`src/rtl/rtc_alm_pkg.sv`:
```
package rtc_alm_pkg;
    localparam int FIELD_W  = 8;
    localparam int N_FIELDS = 3;
    localparam int ADDR_W   = 3;
    localparam int N_SRC    = 3;

    typedef enum logic [ADDR_W-1:0] {
        SEL_ALM_SEC = 3'd0,
        SEL_ALM_MIN = 3'd1,
        SEL_ALM_HR  = 3'd2,
        SEL_CTRL    = 3'd3,
        SEL_STAT    = 3'd4
    } reg_sel_e;

    // Source index inside the flag and enable vectors
    localparam int SRC_UEND = 0;
    localparam int SRC_ALM  = 1;
    localparam int SRC_PER  = 2;

    // Bit position of the source vector in the control and status bytes
    localparam int SRC_LSB  = 4;
endpackage

```
`src/rtl/rtc_alm_field_cmp.sv`:
```
module rtc_alm_field_cmp #(
    parameter int W = 8
) (
    input  logic [W-1:0] alarm_val,
    input  logic [W-1:0] cur_val,
    output logic         hit
);
    logic wild;

    always_comb begin
        wild = &alarm_val[W-1:W-2];
        hit  = wild | (alarm_val == cur_val);
    end
endmodule

```
`src/rtl/rtc_alm_flags.sv`:
```
module rtc_alm_flags
    import rtc_alm_pkg::*;
#(
    parameter int NS = N_SRC
) (
    input  logic          clk,
    input  logic          rst_n,
    input  logic [NS-1:0] set_vec,
    input  logic          clr,
    input  logic [NS-1:0] en_next,
    output logic [NS-1:0] flags,
    output logic          irq_o
);
    typedef struct packed {
        logic [NS-1:0] flg;
        logic          irq;
    } fl_state_t;

    fl_state_t fs_d, fs_q;

    always_comb begin
        fs_d     = fs_q;
        // Clear first, then OR in the new sets so they survive the read
        fs_d.flg = (clr ? '0 : fs_q.flg) | set_vec;
        fs_d.irq = |(fs_d.flg & en_next);
    end

    always_ff @(posedge clk) begin
        if (!rst_n) fs_q <= '0;
        else        fs_q <= fs_d;
    end

    assign flags = fs_q.flg;
    assign irq_o = fs_q.irq;

    // a read with no new sets leaves nothing behind and drops the request
    p_clear_r7: assert property (@(posedge clk) disable iff (!rst_n)
        (clr && set_vec == '0) |=> (flags == '0 && !irq_o));

    // without a clear, every set flag stays set
    p_sticky_r8: assert property (@(posedge clk) disable iff (!rst_n)
        !clr |=> ((flags & $past(flags)) == $past(flags)));

    // a set during a clear is still visible afterwards
    p_set_wins_r8: assert property (@(posedge clk) disable iff (!rst_n)
        (clr && set_vec != '0) |=> ((flags & $past(set_vec)) == $past(set_vec)));
endmodule

```
`src/rtl/rtc_alarm_unit.sv`:
```
module rtc_alarm_unit
    import rtc_alm_pkg::*;
#(
    parameter int FW = FIELD_W,
    parameter int AW = ADDR_W
) (
    input  logic          clk,
    input  logic          rst_n,
    input  logic [FW-1:0] cur_sec,
    input  logic [FW-1:0] cur_min,
    input  logic [FW-1:0] cur_hour,
    input  logic          sec_tick,
    input  logic          per_evt,
    input  logic          uend_evt,
    input  logic          host_wr,
    input  logic          host_rd,
    input  logic [AW-1:0] host_addr,
    input  logic [FW-1:0] host_wdata,
    output logic [FW-1:0] host_rdata,
    output logic          irq
);
    localparam int NF = N_FIELDS;
    localparam int NS = N_SRC;

    typedef struct packed {
        logic [NF-1:0][FW-1:0] alm;
        logic [NS-1:0]         en;
        logic                  tick;
        logic [FW-1:0]         rdata;
    } top_state_t;

    top_state_t st_d, st_q;

    logic [NF-1:0][FW-1:0] cur_vec;
    logic [NF-1:0]         hits;
    logic [NS-1:0]         set_vec;
    logic [NS-1:0]         flags;
    logic                  stat_rd;
    logic                  irq_int;

    assign cur_vec[0] = cur_sec;
    assign cur_vec[1] = cur_min;
    assign cur_vec[2] = cur_hour;

    for (genvar g = 0; g < NF; g++) begin : g_cmp
        rtc_alm_field_cmp #(.W(FW)) u_cmp (
            .alarm_val (st_q.alm[g]),
            .cur_val   (cur_vec[g]),
            .hit       (hits[g])
        );
    end

    always_comb begin
        set_vec           = '0;
        set_vec[SRC_ALM]  = st_q.tick & (&hits);
        set_vec[SRC_PER]  = per_evt;
        set_vec[SRC_UEND] = uend_evt;
        stat_rd           = host_rd && (host_addr == SEL_STAT);
    end

    always_comb begin
        st_d      = st_q;
        st_d.tick = sec_tick;
        if (host_wr) begin
            case (host_addr)
                SEL_ALM_SEC: st_d.alm[0] = host_wdata;
                SEL_ALM_MIN: st_d.alm[1] = host_wdata;
                SEL_ALM_HR:  st_d.alm[2] = host_wdata;
                SEL_CTRL:    st_d.en     = host_wdata[SRC_LSB +: NS];
                default: ;
            endcase
        end
        if (host_rd) begin
            st_d.rdata = '0;
            case (host_addr)
                SEL_ALM_SEC: st_d.rdata = st_q.alm[0];
                SEL_ALM_MIN: st_d.rdata = st_q.alm[1];
                SEL_ALM_HR:  st_d.rdata = st_q.alm[2];
                SEL_CTRL:    st_d.rdata[SRC_LSB +: NS] = st_q.en;
                SEL_STAT: begin
                    st_d.rdata[SRC_LSB +: NS] = flags;
                    st_d.rdata[FW-1]          = irq_int;
                end
                default: ;
            endcase
        end
    end

    always_ff @(posedge clk) begin
        if (!rst_n) st_q <= '0;
        else        st_q <= st_d;
    end

    rtc_alm_flags #(.NS(NS)) u_flags (
        .clk     (clk),
        .rst_n   (rst_n),
        .set_vec (set_vec),
        .clr     (stat_rd),
        .en_next (st_d.en),
        .flags   (flags),
        .irq_o   (irq_int)
    );

    assign host_rdata = st_q.rdata;
    assign irq        = irq_int;

    // the request tracks enabled flags in both directions
    p_irq_match_r6: assert property (@(posedge clk) disable iff (!rst_n)
        irq == |(flags & st_q.en));

    // the alarm flag only rises in the compare cycle after a tick
    p_af_after_tick_r4: assert property (@(posedge clk) disable iff (!rst_n)
        $rose(flags[SRC_ALM]) |-> $past(st_q.tick));

    // all-wildcard alarm always matches on a compare cycle
    p_wildcard_r2: assert property (@(posedge clk) disable iff (!rst_n)
        (st_q.tick && (&st_q.alm[0][FW-1:FW-2]) && (&st_q.alm[1][FW-1:FW-2])
         && (&st_q.alm[2][FW-1:FW-2])) |=> flags[SRC_ALM]);

    // hours equal except for the PM bit never raise the alarm flag
    p_pm_bit_r5: assert property (@(posedge clk) disable iff (!rst_n)
        (st_q.tick && !flags[SRC_ALM] && !(&st_q.alm[2][FW-1:FW-2])
         && (st_q.alm[2][FW-2:0] == cur_hour[FW-2:0])
         && (st_q.alm[2][FW-1] != cur_hour[FW-1])) |=> !flags[SRC_ALM]);

    // periodic and update-ended strobes land in their flags
    p_events_r9: assert property (@(posedge clk) disable iff (!rst_n)
        (per_evt || uend_evt) |=> (flags[SRC_PER] || !$past(per_evt))
                                  && (flags[SRC_UEND] || !$past(uend_evt)));
endmodule

```
`config.mk`:
```
export PLATFORM = sky130hd
export DESIGN_NAME = rtc_alarm_unit
export DESIGN_NICKNAME = d
export VERILOG_FILES = /design/src/rtl/rtc_alm_pkg.sv /design/src/rtl/rtc_alm_field_cmp.sv /design/src/rtl/rtc_alm_flags.sv /design/src/rtl/rtc_alarm_unit.sv
export SDC_FILE = /design/constraint.sdc
export NUM_CORES = 1
export LEC_CHECK = 0
export BUFFER_PORTS_ARGS = -buffer_cell sky130_fd_sc_hd__clkbuf_2
export CORE_AREA = 2 2 67 69
export CTS_BUF_LIST = sky130_fd_sc_hd__clkbuf_8 sky130_fd_sc_hd__clkbuf_16
export DETAILED_ROUTE_END_ITERATION = 10
export DIE_AREA = 0 0 69 71
export HOLD_SLACK_MARGIN = 0.08
export PLACE_DENSITY = 0.77
export SLEW_MARGIN = 5
export SYNTH_ARGS = -nofsm -noshare
export SYNTH_HDL_FRONTEND = slang
export SYNTH_SLANG_ARGS = --single-unit
export TNS_END_PERCENT = 10
```
`constraint.sdc`:
```
create_clock -name clk -period 4 [get_ports clk]
set_input_delay 0.2 -clock clk [delete_from_list [all_inputs] [get_ports clk]]
set_output_delay 0.2 -clock clk [all_outputs]
set_load 0.02 [all_outputs]
```
==> metrics.yaml, run 1 <==
logic_synthesis:
  yosys.area_share.xor_xnor_pct: 10.4
  synth_top_family_by_area: "simple AND/OR/NAND/NOR gates"
  synth.yosys.seq_area_share_pct: 39.6
  synth-adder-area-share_pct: 0
  synth_edf_count: 0
  synthSimpleGateAreaFrac_pct: 19.7
  synth_ff_type: "dfxtp_1"
  synth-seq-cells: 40
  synthMuxAreaShare_pct: 10.0
  avgSynthCellArea_um2: 8.32
  ys_async_sr_fraction_pct: 0
  synthesis.nets: 285
  yosys_warnings: 0
  synth_cells: 243
  yosysUniqueCellTypes: 31
  synth_compound_area_share_pct: 14.1
  synth_area_um2: 2020
cts:
  tritoncts: "built"
  htreeDepth: 2
  clkSinkCount: 40
  cts_resized: 0
  clock_latency_ps: 290
  cts_max_path_buffers: 2
  numCtsBuffers: 5
  post_cts_buffers: 0
  clk_pin_slew_ps: 70
  cts_hold_buf: 0
  clockRootBuffer: "clkbuf_8"
setup_path:
  slowest_stage: "or4_1"
  crit_path_end_kind: "register"
  cp.arrival_ps: 2050
  worst_setup_path_start_kind: "register"
  worst-path-buf-inv: 0
  crit_type: "reg2reg"
  ff2ff_setup_slack_ps: 2180
  slowest_delay_ps: 590
  timing.rr.end: "u_flags.irq_o"
  path_cells: "xor2_1, nor4_1, a22oi_1, or4_1, o21ai_1"
  r2r_start: "st_q[18]"
  crit_start: "st_q[18]"
  required_ps: 4230
  rr_worst_depth: 5
  cp_max_fo: 4
  critical_path.top_delay_family: "simple AND/OR/NAND/NOR gates"
worst_hold_path:
  min_to: "st_q[8]"
  hold_path_depth: 2
  min_path_type: "in2reg"
  min_from: "sec_tick"
die:
  fp-row-count: 24
  io_pins: 51
  start_util_pct: 48.1
  die-height_um: 71
  fp.coreArea_um2: 4200
  die_w_um: 69
  die-area_um2: 4900
route:
  first_iter_violations: 152
  wl_per_cell_um: 14.6
  via_per_inst: 5.37
  vias: 1789
  routed_wirelength_mm: 4.85
  drt_first_pass_iters: 4
  drc: 0
  detail-route-antenna-nets: 0
pwr:
  p_leak_nw: 0.979
  p_sw_mw: 0.193
  p_int_mw: 0.561
  power_mw: 0.754
  share_clk_of_total_power_pct: 33.0
  pwr-share-comb_pct: 11.9
  p_sw_share_pct: 25.5
  seqPwrFrac_pct: 55.1
  power_density_nw_per_um2: 326
  worst_ir_drop_vdd_v: 0.000180
place:
  portBuffers: 50
  placed_cells: 326
  gp_congestion: 0.853
  dp_hpwl_mm: 3.62
finish:
  ff_latch_area_um2: 801
  fill_cells: 405
  area.growth.synth_to_final_pct: 14.2
  nets: 323
  multi_input_area_um2: 1100
  diodes: 0
  final_cell_mix: "50 x clkbuf_2, 40 x dfxtp_1, 39 x nand2_1"
  finalNonFillerCells: 333
  drive_above_1_share_pct: 21.0
  final_common_cell: "clkbuf_2"
sta:
  finalSetupTns_ps: 0
  skew_ps: 4.47
  min_period_ps: 1820
  rsz0062_at_grt: "no"
  tightest_slew_ps: 933
  finalMaxSlewViolations: 0
  finalSetupViolations: 0
  hold_violations: 0
  max_slew_margin_pct: 37.4
  fmax_mhz: 549
  timing.final.crit_share_pct: 45.6
run_status:
  status: "finished, final reports clean"
global_route:
  grt_pass1_vias: 1622
  antenna_found_initial: 0
  grt.total_usage_pct: 20.4
  grt_pass1_wl_mm: 7.83
  grt_overflow: 0
  grt_max_degree: 36
job:
  cap_violations: 0
logic make-up (layout without fill, tap and decap cells):
kind of cell           after synthesis  in the layout
AND/OR/NAND/NOR                     86             86
multiplexers                        20             20
buffers and inverters               24             62
AO/OA/AOI/OAI                       49             49
XOR/XNOR                            24             24
flip-flops                          40             40
metal layers:
layer	up-vias	GRT usage [%]	share of wire (%)
met4	0	8.28	1.7
met2	62	32.8	48
met5	-	0	0
li1	898	-	-
met3	9	5.13	5.4
met1	820	26.4	45
how the worst max path moves through the flow:
| stage | to | slack (ps) | cells after the start |
|---|---|---|---|
| floorplan | u_flags.irq_o | 2470 | 5 |
| global placement | u_flags.irq_o | 2290 | 5 |
| detailed placement | u_flags.irq_o | 2190 | 5 |
| CTS | u_flags.irq_o | 2170 | 5 |
| global route | u_flags.irq_o | 2120 | 5 |
| finish | u_flags.irq_o | 2180 | 5 |
sequential cells by signal (all words and copies together) (netlist names):
signal         cells
u_flags.irq_o      1
u_flags.flags      3
host_rdata         8
st_q              28
power groups by stage:
stage | sequential, mW | combinational, mW | clock [mW]
after global placement | 0.424 | 0.0875 | 0
after CTS | 0.415 | 0.0902 | 0.255
after global routing | 0.416 | 0.0997 | 0.269
final | 0.415 | 0.0900 | 0.249
after floorplan | 0.422 | 0.0542 | 0
after detailed placement | 0.424 | 0.0895 | 0
metrics by stage:
| step | util (%) | instance area [um2] | setup WS [ps] | hold slack, ps |
|---|---|---|---|---|
| 4_1_cts | 54.9 | 2310 | 2170 | 114 |
| 3_5_place_dp | 53.1 | 2230 | 2190 | 415 |
| 6_report | 54.9 | 2310 | 2180 | 120 |
| 3_3_place_gp | 53.1 | 2230 | 2290 | 416 |
| 2_1_floorplan | - | 2020 | 2470 | 322 |
| 5_1_grt | 54.9 | 2310 | 2120 | 122 |
cell usage after synthesis, drive strengths merged (2+ instances only):
library cell,instances,area (um2)
o22ai,7,43.8
xor2,24,210
mux2,2,22.5
and2,7,43.8
a22oi,8,60.1
a21oi,26,130
nand2,39,146
nand3,2,10.0
mux2i,18,180
clkbuf,7,26.3
inv,4,15.0
nor2b,4,25.0
nand2b,3,18.8
dfxtp,40,801
nor4,6,37.5
o21ai,5,25.0
nor2,20,77.6
buf,12,78.8
final cells by class:
cell class                      count  share of cell area [%]
Inverter                            5                   0.813
Clock inverter                      2                   0.379
Timing Repair Buffer               50                    10.8
Sequential cell                    40                    34.7
Multi-Input combinational cell    179                    47.5
Tap cell                           52                    2.82
Clock buffer                        5                    2.98
(Power assumes the default switching activity.)
==> run 2: changes to the inputs <==
==> constraint.sdc (replaced) <==
create_clock -name clk -period 1.8 [get_ports clk]
set_input_delay 0.09 -clock clk [delete_from_list [all_inputs] [get_ports clk]]
set_output_delay 0.09 -clock clk [all_outputs]
set_load 0.02 [all_outputs]
==> metrics.yaml, run 2 (synthesis gave the netlist of run 1 again) <==
finish:
  final_cell_mix: "50 x clkbuf_2, 40 x dfxtp_1, 39 x nand2_1"
  diodes: 0  # unchanged
  multi_input_area_um2: 1100  # +0.57%
  fin_util_pct: 58.7  # +3.7 points
  fill_cells: 409  # +0.99%
  largest_reg_flops: 28  # unchanged
  nets: 336  # +4.0%
  final_common_cell: "clkbuf_2"
  drive_above_1_share_pct: 22.1  # +1.1 points
  regMostFlops: "st_q"
  finalNonFillerCells: 346  # +3.9%
  area.growth.synth_to_final_pct: 22.0
  ff_latch_area_um2: 801  # unchanged
sta:
  rsz0062_at_grt: "no"
  timing.final.crit_share_pct: 96.7  # +51 points
  finalSetupTns_ps: 0  # unchanged
  hold_violations: 0  # unchanged
  max_slew_margin_pct: 71.2  # +34 points
  worst_slack_ps: 59.9  # -2120 ps
  tightest_slew_ps: 432  # -501 ps
  skew_ps: 3.96  # -0.514 ps
  finalSetupViolations: 0  # unchanged
  min_period_ps: 1740  # -82.1 ps
  finalMaxSlewViolations: 0  # unchanged
  fmax_mhz: 575  # +4.7%
global_route:
  grt_overflow: 0  # unchanged
  antenna_found_initial: 0  # unchanged
  grt.total_usage_pct: 22.1  # +1.8 points
  grt_max_degree: 26  # -28%
  grt_pass1_wl_mm: 8.56  # +9.3%
  grt_pass1_vias: 1829  # +13%
route:
  wl_per_cell_um: 15.1  # +3.7%
  drt_first_pass_iters: 4  # unchanged
  vias: 1840  # +2.9%
  detail-route-antenna-nets: 0  # unchanged
  drc: 0  # unchanged
  first_iter_violations: 140  # -7.9%
  via_per_inst: 5.32  # -1.0%
  routed_wirelength_mm: 5.22  # +7.7%
cts:
  numCtsBuffers: 5  # unchanged
  cts_max_path_buffers: 2  # unchanged
  clockRootBuffer: "clkbuf_8"
  clkSinkCount: 40  # unchanged
  clk_pin_slew_ps: 70  # about the same
  htreeDepth: 2  # unchanged
  clock_latency_ps: 290  # about the same
  tritoncts: "built"
  post_cts_buffers: 0  # unchanged
pwr:
  p_leak_nw: 1.05  # +6.9%
  worst_ir_drop_vdd_v: 0.000409  # +130%
  share_clk_of_total_power_pct: 35.7  # +2.7 points
  seqPwrFrac_pct: 51.4  # -3.7 points
  p_int_mw: 1.35  # +140%
  power_density_nw_per_um2: 727  # +120%
  pwr-share-comb_pct: 12.9  # +1.0 points
  p_sw_share_pct: 24.6  # -0.93 points
  p_sw_mw: 0.441  # +130%
worst_hold_path:
  min_path_type: "in2reg"
setup_path:
  crit_start: "st_q[27]"
  endpoint: "u_flags.irq_o"
  cp_max_fo: 4  # unchanged
  required_ps: 2030  # -2200 ps
  rr_worst_depth: 5  # unchanged
  timing.rr.end: "u_flags.irq_o"
  r2r_start: "st_q[27]"
  ff2ff_setup_slack_ps: 60  # -2120 ps
  crit_path_end_kind: "register"
  crit_type: "reg2reg"
  worst_setup_path_start_kind: "register"
  cp.arrival_ps: 1970  # -80 ps
die:
  fp-row-count: 24  # unchanged
  io_pins: 51  # unchanged
  start_util_pct: 48.1  # unchanged
  die-height_um: 71  # unchanged
  die-area_um2: 4900  # unchanged
  die_w_um: 69  # unchanged
  fp.coreArea_um2: 4200  # unchanged
place:
  portBuffers: 50  # unchanged
  pre_cts_ws_ps: 120  # -2070 ps
  dp_hpwl_mm: 3.87  # +7.0%
  placed_cells: 330  # +1.2%
  gp_congestion: 0.873  # +2.3%
run_status:
  status: "finished, final reports clean"
job:
  cap_violations: 0  # unchanged
==> run 2: worst min-delay path by stage <==
stage / startpoint / endpoint / slack [ps] / cells after the start
finish: host_wdata[5] / st_q[25] / 90 / 3
global route: host_wdata[6] / st_q[18] / 90 / 3
CTS: host_wdata[5] / st_q[25] / 90 / 3
detailed placement: sec_tick / st_q[8] / 310 / 2
global placement: sec_tick / st_q[8] / 310 / 2
floorplan: rst_n / host_rdata[0] / 210 / 1
==> run 2: what timing repair did <==
item,4_1_cts,5_1_grt
setup endpoints to repair,0,1
endpoints found under the hold margin,14,0
hold buffers,9,0
resized for setup,0,1
==> run 2: final cells by class <==
type / instances / area share (%)
Sequential cell: 40 / 32.5
Multi-Input combinational cell: 179 / 44.7
Timing Repair Buffer: 63 / 15.5
Tap cell: 52 / 2.64
Clock buffer: 7 / 3.90
Inverter: 5 / 0.761
==> run 2: routing by layer <==
| metal | track usage, % | wire, um | share of wire (%) |
|---|---|---|---|
| met3 | 5.41 | 274 | 5.2 |
| met5 | 0 | 0 | 0 |
| met1 | 27.5 | 2240 | 43 |
| met4 | 7.19 | 65 | 1.2 |
| met2 | 37.9 | 2640 | 51 |
==> run 2: power groups by stage <==
stage          logic, mW  registers (mW)  clock network, mW
2_1_floorplan      0.120           0.938                  0
3_3_place_gp       0.211           0.941                  0
3_5_place_dp       0.212           0.942                  0
4_1_cts            0.229           0.922              0.653
5_1_grt            0.252           0.924              0.685
6_report           0.231           0.922              0.640
==> run 2: worst max-delay path, stage by stage, from the launching register on <==
cell and delay [ps]:
dfxtp_1 350, xor2_1 170, nor4_1 370, a22oi_1 120, or4_1 540, o21ai_1 130
==> run 2: through the flow <==
step	area [um2]	total power, mW	hold slack (ps)
after floorplan	2020	1.06	212
after global placement	2270	1.15	306
after detailed placement	2270	1.15	313
after CTS	2460	1.80	88.4
after global routing	2470	1.86	92.2
final	2470	1.79	85.7
==> run 3: changes to the inputs <==
--- a/config.mk
+++ b/config.mk
@@ -7,7 +7,6 @@
 export LEC_CHECK = 0
 export BUFFER_PORTS_ARGS = -buffer_cell sky130_fd_sc_hd__clkbuf_2
 export CORE_AREA = 2 2 67 69
-export CTS_BUF_LIST = sky130_fd_sc_hd__clkbuf_8 sky130_fd_sc_hd__clkbuf_16
 export DETAILED_ROUTE_END_ITERATION = 10
 export DIE_AREA = 0 0 69 71
 export HOLD_SLACK_MARGIN = 0.08
==> constraint.sdc (replaced) <==
create_clock -name clk -period 1.8 [get_ports clk]
set_input_delay 0.36 -clock clk [delete_from_list [all_inputs] [get_ports clk]]
set_output_delay 0.36 -clock clk [all_outputs]
set_load 0.02 [all_outputs]
==> metrics.yaml, run 3 (synthesis gave the netlist of run 1 again) <==
finish:
  final_common_cell: "clkbuf_2"
  final_cell_mix: "50 x clkbuf_2, 40 x dfxtp_1, 39 x nand2_1"
  fin_util_pct: 57.1  # -1.5 points
  drive_above_1_share_pct: 23.4  # +1.3 points
  largest_reg_flops: 28  # unchanged
  area.growth.synth_to_final_pct: 18.8
  nets: 332  # -1.2%
  regMostFlops: "st_q"
  diodes: 0  # unchanged
die:
  die-area_um2: 4900  # unchanged
  fp.coreArea_um2: 4200  # unchanged
  start_util_pct: 48.1  # unchanged
  fp-row-count: 24  # unchanged
  die-height_um: 71  # unchanged
  io_pins: 51  # unchanged
  die_w_um: 69  # unchanged
cts:
  clk_pin_slew_ps: 80  # about the same
  tritoncts: "built"
  cts_max_path_buffers: 2  # unchanged
  clockRootBuffer: "clkbuf_8"
  cts_resized: 0  # unchanged
  clock_latency_ps: 290  # about the same
  cts_hold_buf: 0  # -9
  numCtsBuffers: 5  # unchanged
  htreeDepth: 2  # unchanged
  post_cts_buffers: 0  # unchanged
  clkSinkCount: 40  # unchanged
route:
  drc: 0  # unchanged
  vias: 1812  # -1.5%
  first_iter_violations: 116  # -17%
  drt_first_pass_iters: 4  # unchanged
  via_per_inst: 5.28  # -0.66%
  routed_wirelength_mm: 4.92  # -5.8%
  detail-route-antenna-nets: 0  # unchanged
  wl_per_cell_um: 14.3  # -5.0%
global_route:
  grt_pass1_vias: 1722  # -5.9%
  grt.total_usage_pct: 21.2  # -0.98 points
  grt_pass1_wl_mm: 8.28  # -3.3%
  grt_overflow: 0  # unchanged
  grt_max_degree: 19  # -27%
  antenna_found_initial: 0  # unchanged
sta:
  hold_violations: 0  # unchanged
  worst_slack_ps: 65.0  # +5.10 ps
  max_slew_margin_pct: 77.8  # +6.6 points
  fmax_mhz: 576  # +0.29%
  finalSetupTns_ps: 0  # unchanged
  timing.final.crit_share_pct: 96.4  # -0.28 points
  min_period_ps: 1740  # -5.10 ps
  skew_ps: 3.02  # -0.943 ps
  finalSetupViolations: 0  # unchanged
  finalMaxSlewViolations: 0  # unchanged
  tightest_slew_ps: 333  # -99.6 ps
  rsz0062_at_grt: "no"
pwr:
  p_leak_nw: 1.03  # -1.7%
  worst_ir_drop_vdd_v: 0.000699  # +71%
  power_density_nw_per_um2: 730  # +0.42%
setup_path:
  worst_setup_path_start_kind: "register"
  slowest_delay_ps: 560  # +20 ps
  cp.arrival_ps: 1950  # -20 ps
  slowest_stage: "or4_1"
  crit_path_end_kind: "register"
  cp_max_fo: 2  # -2
  crit_type: "reg2reg"
  required_ps: 2020  # about the same
  path_cells: "xor2_1, nor4_1, a22oi_1, or4_1, o21ai_1"
place:
  gp_congestion: 0.863  # -1.1%
  portBuffers: 50  # unchanged
  pre_cts_ws_ps: -31.6  # -151 ps
  dp_hpwl_mm: 3.85  # -0.38%
job:
  cap_violations: 0  # unchanged
run_status:
  status: "finished, final reports clean"
worst_hold_path:
  min_path_type: "in2reg"
## run 3: metrics by stage
step | std cells | hold slack (ps) | total power [mW] | area [um2]
after floorplan | 243 | 446 | 1.06 | 2020
after global placement | 335 | 460 | 1.15 | 2310
after detailed placement | 335 | 465 | 1.16 | 2310
after CTS | 343 | 285 | 1.76 | 2400
after global routing | 343 | 304 | 1.82 | 2400
final | 343 | 289 | 1.75 | 2400
## run 3: final timing paths
path / startpoint / to / slack (ps) / cells after the start
worst max-delay path: st_q[18] / u_flags.irq_o / 60 / 5
worst min-delay path: sec_tick / st_q[8] / 290 / 2
worst max register to register: st_q[18] / u_flags.irq_o / 60 / 5
worst min register to register: host_rdata[4] / host_rdata[4] / 480 / 2
## run 3: power breakdown
| group | total, mW | internal [mW] | switching (mW) |
|---|---|---|---|
| Combinational | 0.216 | 0.0969 | 0.119 |
| Sequential | 0.921 | 0.905 | 0.0161 |
| Clock | 0.616 | 0.313 | 0.303 |
## run 3: critical path, delay by kind of cell (launching register included)
family / cells / cell delay, ps
flip-flops: 1 / 330
AND/OR/NAND/NOR: 2 / 880
AO/OA/AOI/OAI: 2 / 290
XOR/XNOR: 1 / 170
## run 3: area by class of cell
cell class                      count  area [um2]
Inverter                            5        18.8
Timing Repair Buffer               59         330
Fill cell                         409        1800
Multi-Input combinational cell    179        1100
Tap cell                           52        65.1
Sequential cell                    40         801
Clock buffer                        8        90.1
## run 3: metal layers
layer  global-route usage [%]  vias to the layer above  part of all wire, %
li1                         -                      919                    -
met1                     26.9                      826                   44
met2                     35.3                       57                   47
met3                     4.56                       10                  6.9
met4                     8.28                        0                  2.2
met5                        0                        -                    0
